$ cat src/rtl/lockdet_pkg.sv
package lockdet_pkg;
  typedef enum logic [1:0] {
    PH_IDLE     = 2'd0,
    PH_WAIT_FB  = 2'd1,
    PH_WAIT_REF = 2'd2
  } ph_state_e;

  localparam int unsigned NUM_STREAMS = 2;
  localparam int unsigned IDX_REF     = 0;
  localparam int unsigned IDX_FB      = 1;
endpackage

$ cat src/rtl/lockdet_edge.sv
module lockdet_edge (
  input  logic clk_i,
  input  logic rst_ni,
  input  logic lvl_i,
  output logic rise_o
);
  logic prev_q;

  always_ff @(posedge clk_i or negedge rst_ni) begin
    if (!rst_ni) prev_q <= 1'b0;
    else         prev_q <= lvl_i;
  end

  assign rise_o = lvl_i & ~prev_q;
endmodule

$ cat src/rtl/lockdet_phase.sv
module lockdet_phase
  import lockdet_pkg::*;
#(
  parameter int unsigned TOL = 2
) (
  input  logic clk_i,
  input  logic rst_ni,
  input  logic ref_rise_i,
  input  logic fb_rise_i,
  output logic miss_o
);
  localparam int unsigned GAP_W = $clog2(TOL + 2);
  localparam logic [GAP_W-1:0] GAP_LIM = GAP_W'(TOL);

  ph_state_e        state_q, state_d;
  logic [GAP_W-1:0] gap_q, gap_d;
  logic             miss_q, miss_d;
  logic             own_rise, other_rise;

  // own = stream that opened the pair, other = awaited partner
  always_comb begin
    own_rise   = (state_q == PH_WAIT_FB) ? ref_rise_i : fb_rise_i;
    other_rise = (state_q == PH_WAIT_FB) ? fb_rise_i  : ref_rise_i;
  end

  always_comb begin
    state_d = state_q;
    gap_d   = gap_q;
    miss_d  = 1'b0;
    unique case (state_q)
      PH_IDLE: begin
        if (ref_rise_i && !fb_rise_i) begin
          state_d = PH_WAIT_FB;
          gap_d   = '0;
        end else if (fb_rise_i && !ref_rise_i) begin
          state_d = PH_WAIT_REF;
          gap_d   = '0;
        end
      end
      PH_WAIT_FB, PH_WAIT_REF: begin
        if (own_rise || gap_q == GAP_LIM) begin
          miss_d  = 1'b1;
          state_d = PH_IDLE;
        end else if (other_rise) begin
          state_d = PH_IDLE;
        end else begin
          gap_d = gap_q + GAP_W'(1);
        end
      end
      default: state_d = PH_IDLE;
    endcase
  end

  always_ff @(posedge clk_i or negedge rst_ni) begin
    if (!rst_ni) begin
      state_q <= PH_IDLE;
      gap_q   <= '0;
      miss_q  <= 1'b0;
    end else begin
      state_q <= state_d;
      gap_q   <= gap_d;
      miss_q  <= miss_d;
    end
  end

  assign miss_o = miss_q;
endmodule

$ cat src/rtl/lockdet_window.sv
module lockdet_window #(
  parameter int unsigned FIELD_W    = 3,
  parameter int unsigned EXP_OFFSET = 13
) (
  input  logic               clk_i,
  input  logic               rst_ni,
  input  logic               clr_i,
  input  logic [FIELD_W-1:0] exp_i,
  output logic               lock_o
);
  localparam int unsigned CNT_W = EXP_OFFSET + (1 << FIELD_W);
  localparam logic [CNT_W-1:0] CNT_ONE = CNT_W'(1);

  logic [CNT_W-1:0] cnt_q;
  logic [CNT_W-1:0] win_last;
  logic             lock_q;

  assign win_last = (CNT_ONE << (32'(exp_i) + EXP_OFFSET)) - CNT_ONE;

  always_ff @(posedge clk_i or negedge rst_ni) begin
    if (!rst_ni) begin
      cnt_q  <= '0;
      lock_q <= 1'b0;
    end else if (clr_i) begin
      cnt_q  <= '0;
      lock_q <= 1'b0;
    end else if (!lock_q) begin
      cnt_q <= cnt_q + CNT_ONE;
      if (cnt_q == win_last) lock_q <= 1'b1;
    end
  end

  assign lock_o = lock_q;
endmodule

$ cat src/rtl/pll_lock_detector.sv
module pll_lock_detector
  import lockdet_pkg::*;
#(
  parameter int unsigned CFG_W      = 8,
  parameter int unsigned FIELD_LSB  = 5,
  parameter int unsigned FIELD_W    = 3,
  parameter int unsigned EXP_OFFSET = 13,
  parameter int unsigned TOL        = 2,
  parameter logic [CFG_W-1:0] CFG_RST = 8'hC0
) (
  input  logic             clk_i,
  input  logic             rst_ni,
  input  logic             ref_pulse_i,
  input  logic             fb_pulse_i,
  input  logic             cfg_we_i,
  input  logic [CFG_W-1:0] cfg_i,
  output logic             lock_o
);
  localparam logic [FIELD_W-1:0] FIELD_RST = CFG_RST[FIELD_LSB +: FIELD_W];

  logic [FIELD_W-1:0]     m_q;
  logic [FIELD_W-1:0]     field_new_w;
  logic                   field_chg_w;
  logic [NUM_STREAMS-1:0] lvl_w;
  logic [NUM_STREAMS-1:0] rise_w;
  logic                   miss_w;
  logic                   clr_w;

  assign field_new_w = cfg_i[FIELD_LSB +: FIELD_W];
  assign field_chg_w = cfg_we_i && (field_new_w != m_q);

  always_ff @(posedge clk_i or negedge rst_ni) begin
    if (!rst_ni)       m_q <= FIELD_RST;
    else if (cfg_we_i) m_q <= field_new_w;
  end

  assign lvl_w[IDX_REF] = ref_pulse_i;
  assign lvl_w[IDX_FB]  = fb_pulse_i;

  for (genvar gi = 0; gi < NUM_STREAMS; gi++) begin : g_edge
    lockdet_edge u_edge (
      .clk_i  (clk_i),
      .rst_ni (rst_ni),
      .lvl_i  (lvl_w[gi]),
      .rise_o (rise_w[gi])
    );
  end

  lockdet_phase #(.TOL(TOL)) u_phase (
    .clk_i      (clk_i),
    .rst_ni     (rst_ni),
    .ref_rise_i (rise_w[IDX_REF]),
    .fb_rise_i  (rise_w[IDX_FB]),
    .miss_o     (miss_w)
  );

  assign clr_w = miss_w | field_chg_w;

  lockdet_window #(
    .FIELD_W    (FIELD_W),
    .EXP_OFFSET (EXP_OFFSET)
  ) u_window (
    .clk_i  (clk_i),
    .rst_ni (rst_ni),
    .clr_i  (clr_w),
    .exp_i  (m_q),
    .lock_o (lock_o)
  );
endmodule

$ cat config.mk
export PLATFORM = sky130hd
export DESIGN_NAME = pll_lock_detector
export DESIGN_NICKNAME = d
export VERILOG_FILES = /design/src/rtl/lockdet_pkg.sv /design/src/rtl/lockdet_edge.sv /design/src/rtl/lockdet_phase.sv /design/src/rtl/lockdet_window.sv /design/src/rtl/pll_lock_detector.sv
export SDC_FILE = /design/constraint.sdc
export NUM_CORES = 1
export LEC_CHECK = 0
export CELL_PAD_IN_SITES_DETAIL_PLACEMENT = 1
export CELL_PAD_IN_SITES_GLOBAL_PLACEMENT = 1
export CORE_MARGIN = 2
export CORE_UTILIZATION = 30
export CTS_CLUSTER_DIAMETER = 60
export DETAILED_ROUTE_END_ITERATION = 16
export PLACE_DENSITY = 0.64
export SLEW_MARGIN = 20
export SYNTH_ARGS = -nofsm -noshare
export SYNTH_HDL_FRONTEND = slang
export SYNTH_SLANG_ARGS = --single-unit
$ cat constraint.sdc
create_clock -name clk_i -period 8.3 [get_ports clk_i]
set_input_delay 2.075 -clock clk_i [delete_from_list [all_inputs] [get_ports clk_i]]
set_output_delay 2.075 -clock clk_i [all_outputs]
set_load 0.02 [all_outputs]
==> impl_metrics.ini <==
[power]
p_clk_frac = 0.249
seq_power_share = 0.401
swShare = 0.374
p_leak_nw = 1.05
intPower_mw = 0.311
p_sw_mw = 0.186
ir_worst_vdd_v = 0.0000806
power_density_nw_per_um2 = 183
pwr-share-comb = 0.351

[route]
wl_per_cell_um = 15.9
drc = 0
drtPass1Iterations = 4
drtIter0Drc = 64
wl_met3_um = 118
vias = 2214
ant_nets = 0
highest_layer = met4
viasPerCell = 5.44
met1Wirelength_um = 3310
wl_um = 6490
met2WireLength_um = 2950

[yosys]
synth_compound_area_frac = 0.224
synth_warnings = 0
ys_seq_elements = 32
synth-simple-area-share = 0.236
ys_types = 62
synth_top_family_by_area = simple AND/OR/NAND/NOR gates
syn-num-nets = 324
muxShareOfSynthArea = 0.0130
seq_area_frac_synth = 0.320
ys.flop_type = dfrtp_1
syn_area_sq_um = 2510
synth-edff-count = 0
syn_area_per_cell_sq_um = 8.26
async_reset_ff_frac = 1.00
post_synth_fa_ha_maj_area_fraction = 0.0349
synth_xor_area_frac = 0.112
netlist_instances = 304

[global_route]
grt-ovfl-total = 0
grt_max_degree = 33
grt_usage = 0.158
grt_pass1_wl_um = 11300
antenna_found_initial = 0
grt_pass1_vias = 2254

[critical_path]
arrival_ns = 4.84
crit_required_ns = 8.49
crit-reg2reg-launch = m_q[0]$_DFFE_PN0P_
endpoint = u_window.lock_o$_DFF_PN0_
worstPathMaxFanout = 25
rrSetupSlack_ns = 3.66
startpoint = m_q[0]$_DFFE_PN0P_
r2r_end = u_window.lock_o$_DFF_PN0_
startpoint_type = flip-flop
ff2ff_path_depth = 12
cp-end-kind = flip-flop
critPathKind = flip-flop to flip-flop

[layout]
mostFrequentLayoutCells = nand2_1, dfrtp_1, nor2_1
drive_above_1_share = 0.0762
antenna_cells = 0
area_delta_synth_final_pct = 8.17
nets = 321
fillers = 995
final_cell_count_no_fill = 407

[clock_tree]
clock_latency_ns = 0.28
ctsHtreeMaxLevel = 2
cts.sinks = 32
numCtsBuffers = 5
hold_buffers = 0
cts_resized = 0
post_cts_buffers = 0
clock_path_buffers = 2
cts_tree = yes
root_buffer = clkbuf_8
clk_pin_slew_ns = 0.07

[die]
ioPinCount = 14
die_w_um = 95.5
die_area_sq_um = 9120
core.rowCount = 33
fp.dieH_um = 95.5
core_area_sq_um = 8180
start_util = 0.307

[placed_design]
post-place-ws_ns = 3.70
placed_cells = 399
dp.final_hpwl_um = 4720
gp_congestion = 0.789
numPortBuffers = 8

[sta]
layout_setup_ws_ns = 3.66
rsz0062_at_grt = no
maxSlewViolCount = 0
finalSetupViolCount = 0
max_slew.worst_pin.slew_ns = 0.858
fin_skew_ns = 0.00773
relSlewSlack = 0.428
period_minus_slack_ns = 4.64
setup_tns_ns = 0
hold_violations = 0
final_min_period_over_clock_period = 0.560
fmax_mhz = 215

[min_path]
min-delay-start = u_phase.gap_q[0]$_DFFE_PN0P_
min_path_type = flip-flop to flip-flop
holdPathStages = 2

[flow_run]
maxCapViolCount = 0

[status]
status = finished clean
[worst min path at each step]
stage	to	slack [ns]
2_1_floorplan	u_phase.gap_q[0]$_DFFE_PN0P_	0.49
3_3_place_gp	u_phase.gap_q[1]$_DFFE_PN0P_	0.52
3_5_place_dp	u_phase.gap_q[0]$_DFFE_PN0P_	0.53
4_1_cts	u_phase.gap_q[0]$_DFFE_PN0P_	0.54
5_1_grt	u_phase.gap_q[1]$_DFFE_PN0P_	0.56
6_report	u_phase.gap_q[0]$_DFFE_PN0P_	0.53
[logic make-up after synthesis]
group / count (synthesis)
muxes: 3
AOI/OAI and AO/OA: 83
DFF: 32
adders and majority gates: 7
buffers and inverters: 31
and+or+nand+nor: 116
xor gates and xnor gates: 32
[worst max-delay path: stages, from the launching register on]
cell and delay, ns:
dfrtp_1 0.90, and2_4 0.34, inv_4 0.07, ha_1 0.79
nand3_1 0.25, ha_1 0.51, nand2b_1 0.25, a32o_1 0.30
a21oi_2 0.14, xnor2_1 0.09, a21o_1 0.15, or4_1 0.55
o32ai_2 0.20
[synthesized netlist by cell type, types with 3 or more instances]
master / number / area, sq um
dfrtp_1: 30 / 751
nand2_1: 30 / 113
nor2_1: 25 / 93.8
a21oi_1: 21 / 105
xor2_1: 19 / 166
o21ai_0: 18 / 90.1
xnor2_1: 13 / 114
nand2b_1: 11 / 68.8
nand3_1: 9 / 45.0
inv_1: 8 / 30.0
nand4_1: 8 / 50.1
buf_2: 7 / 35.0
ha_1: 7 / 87.6
clkbuf_1: 6 / 22.5
o31ai_1: 6 / 45.0
or3_1: 6 / 37.5
and3_1: 5 / 31.3
nor2b_1: 4 / 25.0
nor3_1: 4 / 20.0
o22ai_1: 4 / 25.0
a21o_1: 3 / 22.5
a22o_1: 3 / 26.3
buf_4: 3 / 22.5
[registers in the layout (all words and copies together), names as in the netlist]
| name | count |
|---|---|
| m_q | 3 |
| u_window.lock_o | 1 |
| u_window.cnt_q | 21 |
| u_phase.gap_q | 2 |
| u_phase.miss_o | 1 |
| u_phase.state_q | 2 |
| g_edge.u_edge.prev_q | 2 |
[power groups by stage]
stage | combinational [mW] | clock [mW] | sequential, mW
2_1_floorplan | 0.148 | 0 | 0.187
3_3_place_gp | 0.171 | 0 | 0.201
3_5_place_dp | 0.175 | 0 | 0.202
4_1_cts | 0.176 | 0.130 | 0.199
5_1_grt | 0.197 | 0.137 | 0.202
6_report | 0.174 | 0.123 | 0.199
[cell type report]
class	instances	area [sq um]	share of cell area
multi-input combinational	241	1550	0.572
timing repair buffer	9	87.6	0.0322
clock inverter	2	10.0	0.00368
inverter	12	47.5	0.0175
sequential	32	803	0.296
clock buffer	6	82.6	0.0304
tap	105	131	0.0484
[routing by layer]
| layer | vias to the layer above | GRT usage |
|---|---|---|
| met5 | - | 0 |
| met4 | 0 | 0.0560 |
| met3 | 8 | 0.0213 |
| met2 | 18 | 0.255 |
| met1 | 1102 | 0.217 |
| li1 | 1086 | - |
[stage by stage]
stage / util / instance area, sq um / power [mW] / hold WS (ns)
2_1_floorplan: - / 2510 / 0.335 / 0.487
3_3_place_gp: 0.321 / 2620 / 0.372 / 0.518
3_5_place_dp: 0.321 / 2620 / 0.377 / 0.529
4_1_cts: 0.332 / 2720 / 0.505 / 0.544
5_1_grt: 0.332 / 2720 / 0.536 / 0.559
6_report: 0.332 / 2720 / 0.496 / 0.530
Note: power is estimated with default switching activity, not from simulation.
